===== config.mk =====
export PLATFORM = sky130hd
export DESIGN_NAME = bta_target_gen
export DESIGN_NICKNAME = d
export VERILOG_FILES = /design/src/rtl/bta_pkg.sv /design/src/rtl/bta_seq_addr.sv /design/src/rtl/bta_rel_add.sv /design/src/rtl/bta_target_sel.sv /design/src/rtl/bta_target_gen.sv
export SDC_FILE = /design/constraint.sdc
export NUM_CORES = 1
export LEC_CHECK = 0
export BUFFER_PORTS_ARGS = -buffer_cell sky130_fd_sc_hd__buf_4
export CORE_MARGIN = 1.5
export CORE_UTILIZATION = 55
export CTS_CLUSTER_SIZE = 25
export DETAILED_ROUTE_END_ITERATION = 7
export PLACE_DENSITY_LB_ADDON = 0.15
export REMOVE_ABC_BUFFERS = 1
export SETUP_SLACK_MARGIN = 0.3
export SYNTH_ARGS = -nofsm -noshare
export SYNTH_HDL_FRONTEND = slang
export SYNTH_SLANG_ARGS = --single-unit

===== constraint.sdc =====
create_clock -name clk_i -period 7 [get_ports clk_i]
set_input_delay 0.7 -clock clk_i [delete_from_list [all_inputs] [get_ports clk_i]]
set_output_delay 0.7 -clock clk_i [all_outputs]
set_load 0.1 [all_outputs]

===== src/rtl/bta_pkg.sv =====
package bta_pkg;
   typedef enum logic [1:0] {
      BTA_LONG = 2'd0,
      BTA_PAGE = 2'd1,
      BTA_OFFS = 2'd2,
      BTA_RSVD = 2'd3
   } bta_mode_e;
endpackage


===== src/rtl/bta_seq_addr.sv =====
module bta_seq_addr #(
   parameter int ADDR_W = 16,
   parameter int LEN_W  = 2
) (
   input  logic [ADDR_W-1:0] pc_i,
   input  logic [LEN_W-1:0]  len_i,
   output logic [ADDR_W-1:0] next_o
);
   if (LEN_W >= ADDR_W) begin : g_bad_len
      $error("bta_seq_addr: LEN_W must be narrower than ADDR_W");
   end

   localparam int PAD_W = ADDR_W - LEN_W;

   // Fall-through address; the sum wraps at the top of the space.
   always_comb next_o = pc_i + {{PAD_W{1'b0}}, len_i};
endmodule


===== src/rtl/bta_rel_add.sv =====
module bta_rel_add #(
   parameter int ADDR_W = 16,
   parameter int OFF_W  = 8
) (
   input  logic [ADDR_W-1:0] base_i,
   input  logic [OFF_W-1:0]  off_i,
   output logic [ADDR_W-1:0] sum_o
);
   logic [ADDR_W-1:0] off_ext;

   if (OFF_W > ADDR_W) begin : g_bad_off
      $error("bta_rel_add: OFF_W exceeds ADDR_W");
   end else if (OFF_W == ADDR_W) begin : g_full
      always_comb off_ext = off_i;
   end else begin : g_sext
      localparam int EXT_W = ADDR_W - OFF_W;
      always_comb off_ext = {{EXT_W{off_i[OFF_W-1]}}, off_i};
   end

   always_comb sum_o = base_i + off_ext;
endmodule


===== src/rtl/bta_target_sel.sv =====
module bta_target_sel
   import bta_pkg::*;
#(
   parameter int ADDR_W = 16,
   parameter int PAGE_W = 11
) (
   input  bta_mode_e         mode_i,
   input  logic [ADDR_W-1:0] next_i,
   input  logic [ADDR_W-1:0] long_i,
   input  logic [ADDR_W-1:0] rel_i,
   output logic [ADDR_W-1:0] target_o
);
   if (PAGE_W >= ADDR_W || PAGE_W < 1) begin : g_bad_page
      $error("bta_target_sel: PAGE_W must lie in 1..ADDR_W-1");
   end

   logic [ADDR_W-1:0] page_tgt;

   // Page bits come from the following instruction, not the current one.
   always_comb page_tgt = {next_i[ADDR_W-1:PAGE_W], long_i[PAGE_W-1:0]};

   always_comb begin
      unique case (mode_i)
         BTA_LONG: target_o = long_i;
         BTA_PAGE: target_o = page_tgt;
         BTA_OFFS: target_o = rel_i;
         default:  target_o = next_i;
      endcase
   end
endmodule


===== src/rtl/bta_target_gen.sv =====
module bta_target_gen
   import bta_pkg::*;
#(
   parameter int ADDR_W = 16,
   parameter int LEN_W  = 2,
   parameter int PAGE_W = 11,
   parameter int OFF_W  = 8
) (
   input  logic              clk_i,
   input  logic              rst_ni,
   input  logic              valid_i,
   input  logic [ADDR_W-1:0] pc_i,
   input  logic [LEN_W-1:0]  len_i,
   input  logic [1:0]        mode_i,
   input  logic [ADDR_W-1:0] operand_i,
   output logic [ADDR_W-1:0] target_o,
   output logic [ADDR_W-1:0] next_o
);
   if (OFF_W > ADDR_W) begin : g_bad_off
      $error("bta_target_gen: OFF_W exceeds ADDR_W");
   end

   logic [ADDR_W-1:0] next_d;
   logic [ADDR_W-1:0] rel_d;
   logic [ADDR_W-1:0] tgt_d;
   logic [ADDR_W-1:0] next_q;
   logic [ADDR_W-1:0] tgt_q;

   bta_seq_addr #(.ADDR_W(ADDR_W), .LEN_W(LEN_W)) u_seq (
      .pc_i  (pc_i),
      .len_i (len_i),
      .next_o(next_d)
   );

   bta_rel_add #(.ADDR_W(ADDR_W), .OFF_W(OFF_W)) u_rel (
      .base_i(next_d),
      .off_i (operand_i[OFF_W-1:0]),
      .sum_o (rel_d)
   );

   bta_target_sel #(.ADDR_W(ADDR_W), .PAGE_W(PAGE_W)) u_sel (
      .mode_i  (bta_mode_e'(mode_i)),
      .next_i  (next_d),
      .long_i  (operand_i),
      .rel_i   (rel_d),
      .target_o(tgt_d)
   );

   always_ff @(posedge clk_i) begin
      if (!rst_ni) begin
         next_q <= '0;
         tgt_q  <= '0;
      end else if (valid_i) begin
         next_q <= next_d;
         tgt_q  <= tgt_d;
      end
   end

   assign target_o = tgt_q;
   assign next_o   = next_q;
endmodule


==> results.py, run 1 <==
metrics = {
    "setup_path": {
        "crit_fanout": 6,
        "cp_top_family": "simple AND/OR/NAND/NOR gates",
        "crit_top_cell": "ha_1",
        "cpPeakStageDelay_ns": 0.37,
        "worstRegToRegCells": 3,
        "reg2reg_to": "target_o[14]",
        "critPathBufInv": 2,
        "cp_data_required_time_ns": 7.17,
        "crit_type": "input pin to flip-flop",
        "timing.rr.start": "target_o[14]",
        "ff2ff_setup_slack_ns": 5.85,
        "arrival_ns": 3.71,
        "end_kind": "flip-flop",
        "startpoint_type": "input pin",
        "path_cells": "buf_4, ha_1, a21o_1, and4_1, and3_1, xnor2_1, inv_1, ha_1, a21oi_1, o21ai_0, a31oi_1, nand3_1, nor4b_1, or3_1",
        "slowest_stage": "ha_1",
    },
    "finish": {
        "final_common_cell": "buf_4",
        "antenna_cells": 0,
        "drive_above_1_share": 0.240,
        "final_net_count": 416,
        "final_util": 0.704,
        "syn_to_final_growth_pct": 24.2,
        "mostFrequentLayoutCells": "buf_4 (70), nand2_1 (32), dfxtp_1 (32), nor2_1 (25), ha_1 (18)",
    },
    "sta": {
        "fin_tns_setup_ns": 0,
        "relSlewSlack": 0.480,
        "finalWorstPathRequiredPeriod_ns": 3.54,
        "max_freq_ghz": 0.282,
        "drv_slew": 0,
        "min_period_over_period": 0.506,
        "setup_slack_ns": 3.46,
        "finalHoldViolations": 0,
        "setup_viol": 0,
        "skew_ns": 0,
        "grt_setup_unrepaired": "false",
        "worst_pin_slew_ns": 0.779,
    },
    "hold_path": {
        "hp-start": "target_o[4]",
        "hp-class": "flip-flop to flip-flop",
        "hold_end": "target_o[4]",
        "hold_depth": 2,
    },
    "clock_network": {
        "post_cts_buffers": 0,
        "clk_latency_ns": 0.28,
        "clk_path_buf_depth": 2,
        "cts_tree": "built",
        "cts_buffers": 5,
        "cts.sinks": 32,
        "cts_hold_buf": 0,
        "root_buffer": "clkbuf_8",
        "clk_pin_slew_ns": 0.07,
        "post_cts_resized": 0,
        "cts_max_level": 2,
    },
    "die": {
        "core_area_um2": 4320,
        "ios": 71,
        "rows": 24,
        "die_h_um": 69.8,
        "initial_core_util": 0.567,
        "dieWidth_um": 69.8,
        "dieArea_um2": 4870,
    },
    "logic_synthesis": {
        "synth.mux.area_fraction": 0.0613,
        "synthAdderAreaFrac": 0.108,
        "synth_top_area_share": 0.261,
        "synth_area_leaders": "dfxtp_1 (26%), ha_1 (9.2%), mux2i_1 (6.1%), xnor2_1 (5.4%), nand2_1 (4.9%)",
        "synthArstFlopShare": 0,
        "synth_seq_cells": 32,
        "synth_compound_area_frac": 0.202,
        "synthSimpleGateAreaFrac": 0.211,
        "syn_area_per_cell_um2": 8.28,
        "ys_seq_area_frac": 0.261,
        "synth_cell_types": 55,
        "synth_top_area_cell": "dfxtp_1",
        "synthXorXnorAreaFrac": 0.103,
        "synth_edf_count": 0,
        "synth_cells": 296,
        "ys.flop_type": "dfxtp_1",
        "yosysWarnings": 0,
        "synth_top_family_by_area": "simple AND/OR/NAND/NOR gates",
        "synth_area_um2": 2450,
    },
    "global_routing": {
        "antenna_found_initial": 0,
        "grt_pass1_vias": 2200,
        "grt_pass1_wl_um": 9970,
        "grt_max_degree": 46,
        "overflow": 0,
        "grt_usage": 0.252,
    },
    "placed_design": {
        "hpwl_um": 4370,
        "dpl_worst_slack_ns": 3.21,
        "numPortBuffers": 70,
        "gp_congestion": 0.871,
    },
    "power_and_ir_drop": {
        "design_power_total_w": 0.000638,
        "irDropWorstVdd_mv": 0.120,
        "cellLeakagePower_nw": 1.39,
        "p_per_area_nw_per_um2": 210,
    },
    "detailed_routing": {
        "vias": 2355,
        "ant_nets": 0,
        "dr.pass1.iters": 5,
        "drc": 0,
        "wl_per_cell_um": 14.3,
        "drt-initial-drc-count": 120,
        "vias_per_cell": 5.74,
        "routed_wl_um": 5850,
    },
    "outcome": {
        "status": "finished clean",
    },
    "job": {
        "maxCapViolCount": 0,
    },
}
[how the worst max path moves through the flow]
| stage | start | end | depth (start not counted) |
|---|---|---|---|
| 3_5_place_dp | pc_i[1] | target_o[14] | 14 |
| 5_1_grt | pc_i[1] | target_o[14] | 14 |
| 3_3_place_gp | pc_i[0] | target_o[13] | 13 |
| 4_1_cts | pc_i[1] | target_o[14] | 14 |
| 6_report | pc_i[1] | target_o[14] | 14 |
| 2_1_floorplan | pc_i[0] | target_o[13] | 12 |
[synthesized netlist by cell type (3+ instances only)]
master and count:
a211oi_1 6, a21oi_1 17, a31oi_1 3, and3_1 5, clkbuf_1 9, dfxtp_1 32, ha_1 18, inv_1 12
mux2i_1 15, nand2_1 32, nand2b_1 3, nand3_1 9, nand3b_1 4, nand4_1 4, nor2_1 25, nor2b_1 6
nor3_1 3, o211ai_1 12, o21ai_0 12, o221ai_1 3, xnor2_1 15, xor2_1 10
[stage by stage]
step                hold WS (ns)  instances  area (um^2)
finish                     0.469        410         3040
global route               0.511        410         3040
CTS                        0.473        410         3040
detailed placement         0.461        402         2950
global placement           0.460        402         2950
floorplan                  0.796        280         2360
[final cells by class]
type                       count  area [um^2]
multi-input combinational    236         1680
fill                         390         1280
sequential                    32          641
timing repair buffer          70          526
clock buffer                   8         90.1
tap                           52         65.1
inverter                      12         45.0
[power breakdown]
part           internal, W  leakage (nW)  total, W  switching [W]
logic            0.0000899          1.08  0.000287       0.000198
registers         0.000197         0.265  0.000204     0.00000695
clock network    0.0000801        0.0455  0.000147      0.0000666
total             0.000367          1.39  0.000638       0.000271
[worst reg2reg max path, stage by stage (launching register included)]
cell and delay [ns]:
dfxtp_1 0.31, o21ai_0 0.29, a21oi_1 0.07, or3_1 0.38
[state kept, by name, summed over array words and instances, names as in the netlist]
register  count
next_o       16
target_o     16
[cell families after synthesis]
kind of cell	count (synthesis)
AND/OR/NAND/NOR	102
adder cells (fa/ha/maj)	20
AO/OA/AOI/OAI	72
multiplexers	15
XOR/XNOR	27
flip-flops	32
buffers and inverters	28
[metal layers]
layer,track usage,routed length [um],share of wire
met5,0,0,0
met4,0.0940,65,0.011
met3,0.0422,380,0.065
met2,0.405,2650,0.45
met1,0.341,2750,0.47
Power figures use the tool's default switching activity.
==> run 2, diff against run 1 <==
CORE_UTILIZATION = 52   (was 55)
clock period = 3.5 ns   (was 7 ns; I/O delays follow)
==> run 2 against run 1 <==
Against the previous run: the flow now finishes with violations (DRC); power up 100%; global-route usage up 0.081 points; clock power up 100%; sequential cell count unchanged; critical path depth unchanged; sequential share of layout area down 0.56 points; critical path type unchanged; critical endpoint unchanged.
==> results.py, run 2 (synthesis gave the netlist of run 1 again) <==
metrics = {
    "global_routing": {
        "grt_usage": 0.253,
        "grt_pass1_wl_um": 10400,
        "grt_max_degree": 46,
        "antenna_found_initial": 0,
        "grt_pass1_vias": 2282,
        "overflow": 0,
    },
    "detailed_routing": {
        "vias": 2362,
        "dr.pass1.iters": 6,
        "routed_wl_um": 6080,
        "wl_per_cell_um": 14.6,
        "ant_nets": 0,
        "drc": 4,
        "drt-initial-drc-count": 133,
        "vias_per_cell": 5.65,
    },
    "die": {
        "dieWidth_um": 71.7,
        "ios": 71,
        "die_h_um": 71.7,
        "dieArea_um2": 5130,
        "initial_core_util": 0.552,
        "rows": 24,
        "core_area_um2": 4440,
    },
    "clock_network": {
        "cts_buffers": 5,
        "cts_hold_buf": 0,
        "clk_latency_ns": 0.27,
        "cts.sinks": 32,
        "clk_pin_slew_ns": 0.07,
        "root_buffer": "clkbuf_8",
        "cts_tree": "built",
        "post_cts_resized": 0,
        "post_cts_buffers": 0,
        "cts_max_level": 2,
        "clk_path_buf_depth": 2,
    },
    "setup_path": {
        "crit_fanout": 5,
        "worstSetupStartpoint": "pc_i[1]",
        "timing.rr.start": "target_o[14]",
        "crit_type": "input pin to flip-flop",
        "end_kind": "flip-flop",
        "arrival_ns": 3.20,
        "startpoint_type": "input pin",
        "cp_data_required_time_ns": 3.67,
    },
    "placed_design": {
        "dp_cells": 410,
        "placed_cell_area_um2": 3010,
        "gp_congestion": 0.853,
        "hpwl_um": 4700,
        "numPortBuffers": 70,
    },
    "sta": {
        "finalHoldViolations": 0,
        "grt_setup_unrepaired": "false",
        "drv_slew": 0,
        "max_freq_ghz": 0.329,
        "fin_tns_setup_ns": 0,
        "relSlewSlack": 0.494,
        "worst_pin_slew_ns": 0.758,
        "setup_viol": 0,
        "min_period_over_period": 0.867,
        "finalWorstPathRequiredPeriod_ns": 3.04,
        "skew_ns": 0,
        "whs_ns": 0.296,
    },
    "finish": {
        "fin_cells": 418,
        "mostFrequentLayoutCells": "buf_4 (78), nand2_1 (32), dfxtp_1 (32), nor2_1 (25), ha_1 (18)",
        "fin_area_um2": 3130,
        "final_common_cell": "buf_4",
        "antenna_cells": 0,
        "syn_to_final_growth_pct": 27.6,
        "drive_above_1_share": 0.265,
        "final_net_count": 424,
    },
    "power_and_ir_drop": {
        "p_per_area_nw_per_um2": 413,
        "irDropWorstVdd_mv": 0.316,
        "cellLeakagePower_nw": 1.44,
        "design_power_total_w": 0.00129,
    },
    "hold_path": {
        "hp-start": "operand_i[10]",
        "hp-class": "input pin to flip-flop",
    },
    "outcome": {
        "violations": "DRC",
        "status": "finished with violations",
    },
    "job": {
        "maxCapViolCount": 0,
    },
}
==> run 2: changes by cell type in the layout (fill, tap and decap cells not counted), sizes merged <==
cell,change
buf,+8
==> run 2: per-stage QoR <==
stage                util  worst slack [ns]
global route        0.704             0.307
floorplan               -             0.503
detailed placement  0.678             0.127
CTS                 0.698             0.422
finish              0.704             0.464
global placement    0.678             0.188
==> run 2: final cells by class <==
cell class                 count  area (um^2)
clock buffer                   8         90.1
fill                         381         1320
inverter                      12         45.0
multi-input combinational    236         1700
sequential                    32          641
tap                           52         65.1
timing repair buffer          78          586
==> run 2: final timing paths <==
check,end,cells after the start,slack (ns)
min reg2reg,target_o[2],2,0.48
max reg2reg,target_o[14],3,2.37
max,target_o[14],14,0.46
min,target_o[10],3,0.30
==> run 2: per-layer routing <==
metal,global-route usage,up-vias,routed length (um)
met3,0.0549,6,386
li1,-,1206,-
met1,0.348,1067,2930
met5,0,-,0
met2,0.401,83,2700
met4,0.0692,0,59
==> run 2: report_power, final <==
group | total, W | switching [W] | internal, W
Clock | 0.000295 | 0.000135 | 0.000160
Combinational | 0.000588 | 0.000398 | 0.000189
Sequential | 0.000408 | 0.0000148 | 0.000394
Total | 0.00129 | 0.000548 | 0.000743
==> run 2: worst max-delay path, cell delays in order <==
cell	delay [ns]
buf_4	0.12
ha_1	0.29
a21o_1	0.20
and4_1	0.27
and3_1	0.24
xnor2_2	0.17
inv_1	0.06
ha_1	0.29
a21oi_1	0.20
o21ai_0	0.15
a31oi_1	0.20
nand3_1	0.14
nor4b_1	0.17
or3_1	0.35
==> run 3, diff against run 2 <==
PLACE_DENSITY = 0.81   (was default)
PLACE_DENSITY_LB_ADDON = default   (was 0.15)
==> run 3 against run 2 <==
Against the previous run: the flow still finishes with violations (DRC); count of clock-buffer cells in the layout fell by 1; design area rose by 0.88%; critical path type unchanged; setup slack got worse by 0.035 ns; hold slack got worse by 0.0056 ns; combinational power rose by 0.7%; non-clock buffer count fell by 2; routed wire length rose by 2.0%; largest power group unchanged; global-route usage fell by 1.1 points; clock power rose by 32%; fmax fell by 1.1%; sequential power barely moved; register-to-register slack barely moved; critical endpoint is now target_o[13].
==> results.py, run 3 (synthesis gave the netlist of run 1 again) <==
metrics = {
    "outcome": {
        "status": "finished with violations",
        "violations": "DRC",
    },
    "detailed_routing": {
        "wl_per_cell_um": 14.9,
        "drc": 7,
        "routed_wl_um": 6210,
        "vias": 2366,
        "ant_nets": 0,
        "dr.pass1.iters": 8,
        "drt-initial-drc-count": 185,
        "vias_per_cell": 5.69,
    },
    "hold_path": {
        "hp-class": "input pin to flip-flop",
    },
    "sta": {
        "setup_viol": 0,
        "fin_tns_setup_ns": 0,
        "finalHoldViolations": 0,
        "max_freq_ghz": 0.326,
        "worst_pin_slew_ns": 0.725,
        "skew_ns": 0,
        "min_period_over_period": 0.877,
        "finalWorstPathRequiredPeriod_ns": 3.07,
        "relSlewSlack": 0.516,
        "drv_slew": 0,
        "grt_setup_unrepaired": "false",
    },
    "power_and_ir_drop": {
        "irDropWorstVdd_mv": 0.233,
        "p_per_area_nw_per_um2": 440,
        "cellLeakagePower_nw": 1.44,
        "design_power_total_w": 0.00139,
    },
    "die": {
        "core_area_um2": 4440,
        "die_h_um": 71.7,
        "initial_core_util": 0.552,
        "dieWidth_um": 71.7,
        "dieArea_um2": 5130,
        "ios": 71,
        "rows": 24,
    },
    "placed_design": {
        "numPortBuffers": 70,
        "hpwl_um": 4500,
        "gp_congestion": 0.877,
    },
    "global_routing": {
        "grt_pass1_vias": 2192,
        "grt_pass1_wl_um": 9950,
        "grt_max_degree": 46,
        "antenna_found_initial": 0,
        "overflow": 0,
        "grt_usage": 0.242,
    },
    "clock_network": {
        "cts_hold_buf": 0,
        "cts_buffers": 5,
        "clk_latency_ns": 0.28,
        "cts_max_level": 2,
        "root_buffer": "clkbuf_8",
        "clk_pin_slew_ns": 0.07,
        "cts_tree": "built",
        "clk_path_buf_depth": 2,
        "cts.sinks": 32,
    },
    "finish": {
        "final-seq-area_um2": 641,
        "fillers": 373,
        "antenna_cells": 0,
        "drive_above_1_share": 0.272,
        "final_net_count": 422,
        "mostFrequentLayoutCells": "buf_4 (76), nand2_1 (32), dfxtp_1 (32), nor2_1 (25), ha_1 (17)",
        "multi_input_comb_area_um2": 1710,
        "syn_to_final_growth_pct": 28.7,
        "final_common_cell": "buf_4",
    },
    "setup_path": {
        "end_kind": "flip-flop",
        "cp_data_required_time_ns": 3.67,
        "crit_fanout": 6,
        "crit_type": "input pin to flip-flop",
        "startpoint_type": "input pin",
        "arrival_ns": 3.25,
    },
    "job": {
        "maxCapViolCount": 0,
    },
}
run 3: through the flow:
step / hold WS, ns / util / std cells / worst slack, ns / area, um^2
after floorplan: 0.446 / - / 280 / 0.503 / 2360
after global placement: 0.459 / 0.673 / 407 / 0.259 / 2990
after detailed placement: 0.462 / 0.673 / 407 / 0.120 / 2990
after CTS: 0.295 / 0.702 / 415 / 0.343 / 3120
after global routing: 0.323 / 0.710 / 416 / 0.296 / 3150
final: 0.291 / 0.710 / 416 / 0.429 / 3150
run 3: cell type report:
class,count,share of cell area
clock buffer,7,0.0305
clock inverter,1,0.00952
inverter,12,0.0143
multi-input combinational,236,0.541
sequential,32,0.203
tap,52,0.0206
timing repair buffer,76,0.181
run 3: routing by layer:
layer / part of all wire / wire, um / up-vias / GRT usage
li1: - / - / 1203 / -
met1: 0.45 / 2800 / 1058 / 0.322
met2: 0.47 / 2900 / 91 / 0.404
met3: 0.062 / 382 / 14 / 0.0436
met4: 0.020 / 123 / 0 / 0.0650
met5: 0 / 0 / - / 0
run 3: final timing paths:
check / slack (ns) / from / to / depth (start not counted)
worst min register to register: 0.47 / target_o[4] / target_o[4] / 2
worst max-delay path: 0.43 / pc_i[0] / target_o[13] / 13
worst min-delay path: 0.29 / operand_i[10] / target_o[10] / 3
worst max register to register: 2.36 / target_o[14] / target_o[14] / 3
run 3: power by group:
part	switching (W)	internal, W	total [W]
registers	0.0000140	0.000393	0.000407
logic	0.000403	0.000189	0.000592
clock network	0.000137	0.000251	0.000388
total	0.000554	0.000834	0.00139
run 3: worst max-delay path: stages:
cell and delay (ns):
buf_4 0.11, ha_1 0.21, fa_1 0.44, and3_4 0.23
xor2_2 0.17, ha_1 0.38, a21oi_2 0.20, o211ai_1 0.13
a221oi_2 0.34, o221ai_1 0.19, xor2_1 0.19, a221oi_2 0.24
nor2_1 0.05
run 3: what timing repair did:
item / 4_1_cts / 5_1_grt
gates resized for setup: 0 / 5
setup endpoints to repair: 0 / 4
endpoints found under the hold margin: 0 / 0
buffers inserted: 0 / 1
